**config.mk**
```make
export PLATFORM = sky130hd
export DESIGN_NAME = cctimer_top
export DESIGN_NICKNAME = d
export VERILOG_FILES = /design/src/rtl/tmr_pkg.sv /design/src/rtl/tmr_prescale.sv /design/src/rtl/tmr_capture.sv /design/src/rtl/tmr_wave.sv /design/src/rtl/cctimer_top.sv
export SDC_FILE = /design/constraint.sdc
export NUM_CORES = 1
export LEC_CHECK = 0
export BUFFER_PORTS_ARGS = -buffer_cell sky130_fd_sc_hd__buf_4
export CAP_MARGIN = 20
export CORE_UTILIZATION = 50
export CTS_CLUSTER_SIZE = 25
export DETAILED_ROUTE_END_ITERATION = 8
export GPL_ROUTABILITY_DRIVEN = 0
export PLACE_DENSITY = 0.69
export REMOVE_ABC_BUFFERS = 1
export SLEW_MARGIN = 15
export SYNTH_ARGS = -nofsm -noshare
export SYNTH_HDL_FRONTEND = slang
export SYNTH_SLANG_ARGS = --single-unit
```
**constraint.sdc**
```tcl
create_clock -name clk -period 3 [get_ports clk]
set_clock_uncertainty 0.15 [all_clocks]
set_input_delay 0.3 -clock clk [delete_from_list [all_inputs] [get_ports clk]]
set_output_delay 0.3 -clock clk [all_outputs]
set_load 0.02 [all_outputs]
```
**src/rtl/tmr_pkg.sv**
```systemverilog
package tmr_pkg;

    localparam int TMR_W  = 8;   // counter and register width
    localparam int NCAP   = 2;   // number of capture inputs
    localparam int ADDR_W = 3;

    localparam logic [ADDR_W-1:0] A_CTRL = 3'd0;
    localparam logic [ADDR_W-1:0] A_CMP1 = 3'd1;
    localparam logic [ADDR_W-1:0] A_CMP2 = 3'd2;
    localparam logic [ADDR_W-1:0] A_CAP1 = 3'd3;
    localparam logic [ADDR_W-1:0] A_CAP2 = 3'd4;
    localparam logic [ADDR_W-1:0] A_CNT  = 3'd5;
    localparam logic [ADDR_W-1:0] A_LVL  = 3'd6;

    typedef enum logic [1:0] {
        CK_DIV4 = 2'b00,
        CK_DIV2 = 2'b01,
        CK_DIV8 = 2'b10,
        CK_EXT  = 2'b11
    } clk_sel_e;

    typedef enum logic [1:0] {
        MD_CMP = 2'd0,
        MD_PWM = 2'd1,
        MD_ONE = 2'd2
    } mode_e;

    typedef struct packed {
        logic     pin1_en;
        logic     pin2_en;
        logic     one_shot;
        logic     pwm;
        clk_sel_e ck;
        logic     cap2_rise;
        logic     rsvd;
    } ctrl_t;

    typedef struct packed {
        logic cap1_rise;
        logic lvl2;
        logic lvl1;
    } lvl_t;

    function automatic ctrl_t to_ctrl(input logic [TMR_W-1:0] w);
        ctrl_t c;
        c      = ctrl_t'(w);
        c.rsvd = 1'b0;
        return c;
    endfunction

    // PWM wins when both mode bits are set
    function automatic mode_e decode_mode(input ctrl_t c);
        if (c.pwm)           return MD_PWM;
        else if (c.one_shot) return MD_ONE;
        else                 return MD_CMP;
    endfunction

endpackage

```
**src/rtl/tmr_prescale.sv**
```systemverilog
module tmr_prescale
    import tmr_pkg::*;
#(
    parameter int EXT_DIV = 8000
) (
    input  logic     clk,
    input  logic     rst,
    input  clk_sel_e sel,
    input  logic     osc_tick,
    input  logic     restart,
    output logic     tick
);
    localparam int PW = (EXT_DIV > 8) ? $clog2(EXT_DIV) : 4;

    logic [PW-1:0] pre_q;
    logic [PW-1:0] lim_m1;
    logic          adv;

    always_comb begin
        unique case (sel)
            CK_DIV4: lim_m1 = PW'(3);
            CK_DIV2: lim_m1 = PW'(1);
            CK_DIV8: lim_m1 = PW'(7);
            default: lim_m1 = PW'(EXT_DIV - 1);
        endcase
    end

    assign adv  = (sel == CK_EXT) ? osc_tick : 1'b1;
    assign tick = adv && (pre_q >= lim_m1);

    always_ff @(posedge clk) begin
        if (rst || restart) begin
            pre_q <= '0;
        end else if (adv) begin
            if (pre_q >= lim_m1) pre_q <= '0;
            else                 pre_q <= pre_q + PW'(1);
        end
    end

    // every divisor is at least two, so ticks are never back to back
    assert_tick_spacing_R3: assert property (@(posedge clk) disable iff (rst)
        tick |=> !tick);

endmodule

```
**src/rtl/tmr_capture.sv**
```systemverilog
module tmr_capture #(
    parameter int W = 8
) (
    input  logic         clk,
    input  logic         rst,
    input  logic         pin_in,
    input  logic         rise_sel,
    input  logic [W-1:0] cnt,
    output logic         hit,
    output logic [W-1:0] value
);
    logic s1_q, s2_q, prev_q;

    always_ff @(posedge clk) begin
        if (rst) begin
            s1_q   <= 1'b0;
            s2_q   <= 1'b0;
            prev_q <= 1'b0;
        end else begin
            s1_q   <= pin_in;
            s2_q   <= s1_q;
            prev_q <= s2_q;
        end
    end

    assign hit = rise_sel ? (s2_q & ~prev_q) : (~s2_q & prev_q);

    always_ff @(posedge clk) begin
        if (rst)      value <= '0;
        else if (hit) value <= cnt;
    end

    assert_cap_once_R9: assert property (@(posedge clk) disable iff (rst)
        !$stable(value) |-> $past(hit));

endmodule

```
**src/rtl/tmr_wave.sv**
```systemverilog
module tmr_wave
    import tmr_pkg::*;
#(
    parameter int W = 8
) (
    input  logic         clk,
    input  logic         rst,
    input  logic         tick,
    input  mode_e        mode,
    input  logic [W-1:0] cmp1,
    input  logic [W-1:0] cmp2,
    input  logic         lvl1,
    input  logic         lvl2,
    input  logic         trig,
    output logic         start,
    output logic [W-1:0] cnt,
    output logic         st1,
    output logic         st2
);
    logic busy_q;
    logic hit1, hit2;

    assign hit1  = tick && (cnt == cmp1);
    assign hit2  = tick && (cnt == cmp2);
    assign start = (mode == MD_ONE) && trig && !busy_q;

    // counter
    always_ff @(posedge clk) begin
        if (rst) begin
            cnt <= '0;
        end else if (start) begin
            cnt <= '0;
        end else if (tick) begin
            if (mode == MD_PWM && cnt == cmp2) cnt <= '0;
            else                               cnt <= cnt + W'(1);
        end
    end

    // channel 2: plain compare in every mode
    always_ff @(posedge clk) begin
        if (rst)       st2 <= 1'b0;
        else if (hit2) st2 <= lvl2;
    end

    // channel 1: role depends on the mode
    always_ff @(posedge clk) begin
        if (rst) begin
            st1    <= 1'b0;
            busy_q <= 1'b0;
        end else begin
            unique case (mode)
                MD_PWM: begin
                    busy_q <= 1'b0;
                    if (hit2)      st1 <= lvl1;
                    else if (hit1) st1 <= lvl2;
                end
                MD_ONE: begin
                    if (start) begin
                        st1    <= lvl2;
                        busy_q <= 1'b1;
                    end else if (busy_q && hit1) begin
                        st1    <= lvl1;
                        busy_q <= 1'b0;
                    end else if (!busy_q) begin
                        st1    <= lvl1;
                    end
                end
                default: begin
                    busy_q <= 1'b0;
                    if (hit1) st1 <= lvl1;
                end
            endcase
        end
    end

    assert_pwm_reload_R5: assert property (@(posedge clk) disable iff (rst)
        (mode == MD_PWM && tick && cnt == cmp2) |=> (cnt == '0));

    assert_pulse_hold_R8: assert property (@(posedge clk) disable iff (rst)
        (mode == MD_ONE && busy_q && !hit1) |=> busy_q);

endmodule

```
**src/rtl/cctimer_top.sv**
```systemverilog
module cctimer_top
    import tmr_pkg::*;
#(
    parameter int EXT_DIV = 8000
) (
    input  logic              clk,
    input  logic              rst,
    input  logic              wr_en,
    input  logic [ADDR_W-1:0] wr_addr,
    input  logic [TMR_W-1:0]  wr_data,
    input  logic [ADDR_W-1:0] rd_addr,
    output logic [TMR_W-1:0]  rd_data,
    input  logic              osc_tick,
    input  logic              cap1_in,
    input  logic              cap2_in,
    output logic              cmp1_pin,
    output logic              cmp1_oe,
    output logic              cmp2_pin,
    output logic              cmp2_oe,
    output logic              tick_out
);
    ctrl_t            ctrl_q;
    lvl_t             lvl_q;
    logic [TMR_W-1:0] cmp1_q, cmp2_q;
    mode_e            mode;
    logic             tick, start, st1, st2;
    logic [TMR_W-1:0] cnt;
    logic [NCAP-1:0]  cap_pins, cap_rise, cap_hit;
    logic [TMR_W-1:0] cap_val [NCAP];

    always_ff @(posedge clk) begin
        if (rst) begin
            ctrl_q <= '0;
            lvl_q  <= '0;
            cmp1_q <= '0;
            cmp2_q <= '0;
        end else if (wr_en) begin
            unique case (wr_addr)
                A_CTRL:  ctrl_q <= to_ctrl(wr_data);
                A_CMP1:  cmp1_q <= wr_data;
                A_CMP2:  cmp2_q <= wr_data;
                A_LVL:   lvl_q  <= lvl_t'(wr_data[2:0]);
                default: ;
            endcase
        end
    end

    assign mode = decode_mode(ctrl_q);

    tmr_prescale #(.EXT_DIV(EXT_DIV)) u_pre (
        .clk      (clk),
        .rst      (rst),
        .sel      (ctrl_q.ck),
        .osc_tick (osc_tick),
        .restart  (start),
        .tick     (tick)
    );

    assign cap_pins = {cap2_in, cap1_in};
    assign cap_rise = {ctrl_q.cap2_rise, lvl_q.cap1_rise};

    generate
        for (genvar g = 0; g < NCAP; g++) begin : g_cap
            tmr_capture #(.W(TMR_W)) u_cap (
                .clk      (clk),
                .rst      (rst),
                .pin_in   (cap_pins[g]),
                .rise_sel (cap_rise[g]),
                .cnt      (cnt),
                .hit      (cap_hit[g]),
                .value    (cap_val[g])
            );
        end
    endgenerate

    tmr_wave #(.W(TMR_W)) u_wave (
        .clk   (clk),
        .rst   (rst),
        .tick  (tick),
        .mode  (mode),
        .cmp1  (cmp1_q),
        .cmp2  (cmp2_q),
        .lvl1  (lvl_q.lvl1),
        .lvl2  (lvl_q.lvl2),
        .trig  (cap_hit[0]),
        .start (start),
        .cnt   (cnt),
        .st1   (st1),
        .st2   (st2)
    );

    // pin gating only; compare state keeps running behind it
    assign cmp1_oe  = ctrl_q.pin1_en;
    assign cmp2_oe  = ctrl_q.pin2_en;
    assign cmp1_pin = ctrl_q.pin1_en & st1;
    assign cmp2_pin = ctrl_q.pin2_en & st2;
    assign tick_out = tick;

    always_comb begin
        unique case (rd_addr)
            A_CTRL:  rd_data = ctrl_q;
            A_CMP1:  rd_data = cmp1_q;
            A_CMP2:  rd_data = cmp2_q;
            A_CAP1:  rd_data = cap_val[0];
            A_CAP2:  rd_data = cap_val[1];
            A_CNT:   rd_data = cnt;
            A_LVL:   rd_data = {{(TMR_W-3){1'b0}}, lvl_q};
            default: rd_data = '0;
        endcase
    end

    assert_rsvd_zero_R2: assert property (@(posedge clk) disable iff (rst)
        (rd_addr == A_CTRL) |-> (rd_data[0] == 1'b0));

    assert_pin_gate_R10: assert property (@(posedge clk) disable iff (rst)
        (!cmp1_oe |-> !cmp1_pin) and (!cmp2_oe |-> !cmp2_pin));

    assert_cap2_quiet_R9: assert property (@(posedge clk) disable iff (rst)
        !cap_hit[1] |=> $stable(cap_val[1]));

endmodule

```
# After elaboration in Yosys (flattened, before gate mapping)
# Cells that the tools add are included.
# totals
inputBits	20
wordCells	95
register_bits	72
output_inout_bits	13
# classes
add_sub_neg	2
magnitude_cmp	1
n_reduce_logical	21
eq_ne	18
muxes	18
n_bitwise	11
# ops
op	count
8-bit one-hot mux with 7 select lines	1
13-bit one-hot mux with 3 select lines	1
8-bit == test	2
13-bit by 1-bit adder with 13-bit output (second input constant)	1
13-bit >= comparator	1
13-bit 2-to-1 mux	1
3-bit == test (second input constant)	4
1-bit 2-to-1 mux	11
3-bit by 2-bit == test with 1-bit output (second input constant)	3
8-bit by 1-bit adder with 8-bit output (second input constant)	1
8-bit 2-to-1 mux	1
2-bit AND reduction	4
1-bit logical AND	7
1-bit bitwise AND	6
2-bit == test (second input constant)	3
3-bit by 1-bit == test with 1-bit output (second input constant)	2
3-bit zero test	2
1-bit inverter	5
2-bit by 1-bit == test with 1-bit output (second input constant)	2
2-bit 2-to-1 mux	2
4-bit inequality test (second input constant)	1
2-bit OR reduction	2
3-bit by 1-bit inequality test with 1-bit output (second input constant)	1
3-bit AND reduction	1
other kinds (6)	6

# Longest topological paths before layout
# logic_depth
word_depth	9
mapped_depth	10
depth_no_buf	9

# By module
# A second synthesis with hierarchy kept.
# unflattened
cells_unflattened	437
hier_area_um2	4220.3
# by_module_without_submodules
mod	instances	area_per_inst_um2	cells_each
cctimer_top	1	1491.4	147
tmr_prescale	1	1007.2	106
tmr_capture	2	464.2	45
tmr_wave	1	793.3	94

# Worst setup path before layout
# Ideal clock, no wire load.
# synth_path
path_kind	reg-to-reg
from	register ctrl_q[3] (netlist bit)
to	register u_wave.cnt[0]
setup_ns	0.121
required_ns	2.729
path_stages_with_launch	11
slack_ns	0.511
synth_period_minus_slack_ns	2.489
arrival_ns	2.217
path_cell_list	dfxtp_1 > nand2_1 > ha_1 > nand4bb_2 > nor4_1 > o31ai_2 > and2_1 > buf_6 > inv_1 > xnor2_1 > nor2_1
# synth_via
elab_chain_cells	4
# synth_lines
element	line_no	text
start: declaration	cctimer_top.sv:22	ctrl_t ctrl_q;
start signal: assignment	cctimer_top.sv:39	A_CTRL: ctrl_q <= to_ctrl(wr_data);
2-bit == test (tied with other cells)	tmr_prescale.sv:20	unique case (sel)
13-bit one-hot mux with 3 select lines	tmr_prescale.sv:20	
13-bit >= comparator	tmr_prescale.sv:29	assign tick = adv && (pre_q >= lim_m1);
1-bit logical AND (*)	tmr_prescale.sv:29	
named net tick_out	cctimer_top.sv:20	output logic tick_out
end signal: assignment	tmr_wave.sv:35	else cnt <= cnt + W'(1);
end: declaration	tmr_wave.sv:16	output logic [W-1:0] cnt,
# The timed path passes the listed nets; every way through them passes the cells marked *.
# A chain may end at the register's enable or synchronous reset.

# Final worst setup path
# layout_path
from	register ctrl_q[3] (netlist bit)
to	output tick_out
# layout_via
elab_chain_cells	4
# layout_lines
element	line_no
2-bit == test (tied with other cells)	tmr_prescale.sv:20
13-bit one-hot mux with 3 select lines	tmr_prescale.sv:20
13-bit >= comparator	tmr_prescale.sv:29
1-bit logical AND (*)	tmr_prescale.sv:29
end: declaration	cctimer_top.sv:20
# Every way passes the cells marked *; elsewhere a longest branch is shown, timed or not.

==> results summary <==
The number of synthesized flops with an enable pin came out at 0. The largest total area in the synthesized netlist belongs to dfxtp_1. The flop and latch count out of synthesis is 72. The number of warning messages in the yosys log is 0. The clock insertion delay at the later pin of the skew report is 0.36 ns.

The gate family responsible for the most delay along the worst path is compound AO/OA/AOI/OAI gates. The core outline area came out at 0.00721 mm^2. The most frequent standard cell in the layout excluding fill and tap cells is nor2_1.

The longest clock path from root to sink contains 2 buffers. The maximum level of the CTS H-tree is 3. The total routing usage reported by global routing came out at 0.240. The critical path is of the flip-flop to output pin type. The per-cell via count in the routed design is 5.45. The flow ran to the end, and the final reports show no timing, DRC or antenna violations. The worst setup path is captured at an output pin. The worst hold path class is primary input to flip-flop.

The smallest clock period supported by the final layout is computed as 2.82 ns. The number of global-route vias before repair came out at 2,751. On the worst path, the slowest cell contributes a delay of 0.39 ns. The total via count in the routed design came out at 2,978. The fraction of registers with async set or reset after synthesis is 0. The cell row count came out at 31. For this run, the detailed router's first-pass iteration total came to 4. Sorting the synthesized cells by area gives the leading types as dfxtp_1 39%, mux2i_1 15%, nor2_1 7.7%. TritonCTS built the clock tree. On the critical path, the stage with the largest delay is an instance of dfxtp_2.

The unique cell type count in the Yosys netlist is 50. The number of instances in the synthesized netlist came out at 409. Measured along the x axis, the die boundary spans 88.4 um. The number of max-capacitance violations reported came out at 0.

Dividing the final minimum period by the clock period gives 0.939. The number of buffer cells added on primary ports came out at 32. Setup repair after global routing left no endpoint under its margin.

The area of the mapped netlist is 0.00373 mm^2. The number of primary I/O pins came out at 33. The average routed wire per standard cell came out at 15.8 um. The number of clock sinks came out at 72. The first-pass GRT wire length is 13,900 um.

The fmax came out at 355 MHz. The depth of the worst register-to-register path is 9. The post-DP HPWL is 6120 um. Clock tree synthesis inserted a total of 9 buffers. The proportion of layout cells with a drive suffix above 1 is 0.190. The floorplan die area came out at 0.00781 mm^2.

The worst setup path is launched from a flip-flop. The count of endpoints failing hold in the final timing report came out at 0. The library cells used most frequently in the layout, excluding fill and tap cells, are 77 x nor2_1, 70 x dfxtp_1, 55 x mux2i_1.

The maximum number of pins on one net before global-route repair came out at 53. The peak ir drop on the vdd network is 0.000331 V. The routed wire length came out at 8620 um. Compared with the post-synthesis result, the final layout area differs by 16.8%. The power per standard cell area came out at 486 mW/mm^2. The proportion of netlist area held by the largest area contributor is 0.386.

The smallest hold slack is 0.0408 ns. Among all flip-flop cells after synthesis, the most frequent one is dfxtp_1. The count of final max-slew check failures is 0. The height of the die is 88.4 um. After layout, the design draws a total of 0.00212 W.

The post-placement cell area is 0.00407 mm^2. STA puts the critical path data required time at 2.55 ns. The remaining antenna violation count after routing is 0. The initial core utilization is 0.517.

After detailed placement, the design holds a cell count of 524. The critical path depth in cells is 8. The finished layout holds 546 standard cells, fillers aside. The slew at the pin closest to its max-slew limit is 0.537 ns.

The number of cells on the worst hold path came out at 3. Along the worst path, the maximum fanout reaches 8. The share of the yosys chip area belonging to registers came out at 0.386. The static leakage came out at 1.70 nW. Setup violations remaining at the end of the flow were counted as 0.

The critical path arrival came out at 2.37 ns. Walking the worst path, the cells encountered are nand2_2 -> ha_1 -> a211oi_1 -> nor2_1 -> o31ai_4 -> and2_4 -> inv_1 -> buf_4. The number of buffers and inverters on the critical path is 2.

The post-route cell area is 0.00436 mm^2. The net count of the finished layout came out at 474. The number of antenna repair diodes is 0.

The final setup TNS is 0 ns. The tree is rooted in a clkbuf_8. In this run the mean area of a mapped cell was 9.12 um^2. The number of DRC violations after detailed routing is 0. The DRC marker count from the first detailed-route iteration is 153.

The worst-case headroom to the max-slew limit is 0.642. The clock-pin slew of the registers on the worst-case setup and hold paths came out at 0.08 ns. The remaining global-route overflow is 0.

The number of antenna violations at the first check in global routing is 0.
[through the flow]
stage	setup slack, ns	util
2_1_floorplan	0.537	-
3_3_place_gp	0.269	0.565
3_5_place_dp	0.120	0.565
4_1_cts	0.0574	0.600
5_1_grt	0.00215	0.604
6_report	0.183	0.604
[path summary, 6_finish.rpt]
check	start	slack, ns	to
max	ctrl_q[3]$_SDFFE_PP0P_	0.18	tick_out
min	wr_data[6]	0.04	cmp1_q[6]$_SDFFE_PP0P_
max reg2reg	ctrl_q[3]$_SDFFE_PP0P_	0.42	u_wave.cnt[0]$_SDFFE_PP0P_
min reg2reg	g_cap[0].u_cap.s1_q$_SDFF_PP0_	0.29	g_cap[0].u_cap.s2_q$_SDFF_PP0_
[worst register-to-register path, cell delays in order (launching register included)]
cell and delay (ns):
dfxtp_2 0.39, nand2_2 0.15, ha_1 0.35, nand4bb_2 0.20, nor3_2 0.32, o41ai_4 0.10, buf_4 0.18, a211o_2 0.30
nand2_1 0.24, nor2_1 0.09
[layout make-up]
type	instances	area [um^2]
fillers	668	2860
clock buffers	10	128
multi-input cells	304	2200
inverters	7	26.3
clock inverters	6	68.8
well taps	99	124
flip-flops and latches	72	1440
repair buffers	48	365
[registers in the layout (all words and copies together), names as in the netlist]
signal	cells
u_wave.cnt	8
g_cap.u_cap.s1_q	2
cap_rise	2
u_pre.pre_q	13
lvl_q	2
g_cap.u_cap.s2_q	2
g_cap.u_cap.value	16
u_wave.st1	1
ctrl_q	4
cmp2_oe	1
cmp1_q	8
g_cap.u_cap.prev_q	2
cmp2_q	8
u_wave.st2	1
u_wave.busy_q	1
cmp1_oe	1
[logic make-up (layout without fill, tap and decap cells)]
family / after synthesis / in the layout / share of synthesized area
AOI/OAI and AO/OA: 44 / 44 / 0.0865
xor gates and xnor gates: 34 / 34 / 0.0798
adders and majority gates: 12 / 12 / 0.0403
buffers and inverters: 33 / 71 / 0.0379
DFF: 72 / 72 / 0.386
muxes: 62 / 62 / 0.172
and+or+nand+nor: 152 / 152 / 0.197
[per-layer routing]
layer / up-vias / GRT usage / part of all wire
met5: - / 0 / 0
met4: 0 / 0.119 / 0.026
met3: 18 / 0.0438 / 0.047
met2: 76 / 0.346 / 0.42
met1: 1399 / 0.344 / 0.50
li1: 1485 / - / -
[cell usage after synthesis, drive strengths merged, types with 7 or more instances]
cell type and instances:
nor2 78, dfxtp 72, mux2i 55, xnor2 25
nand2 19, clkbuf 18, nor2b 14, a21oi 12
ha 12, nand4 10, xor2 9, buf 8
inv 7, nand3 7
[report_power, final]
group          switching (W)  internal (W)
Combinational       0.000173      0.000146
Clock               0.000397      0.000387
Sequential         0.0000327      0.000983
Total               0.000602       0.00152
[what timing repair did]
item / 4_1_cts / 5_1_grt
pin swaps: 2 / 1
setup buffers: 1 / 3
gates resized for setup: 7 / 2
setup endpoints to repair: 1 / 1
hold endpoints to repair: 2 / 0
cloned: 0 / 0
hold buffers: 2 / 0
(Power assumes the default switching activity.)
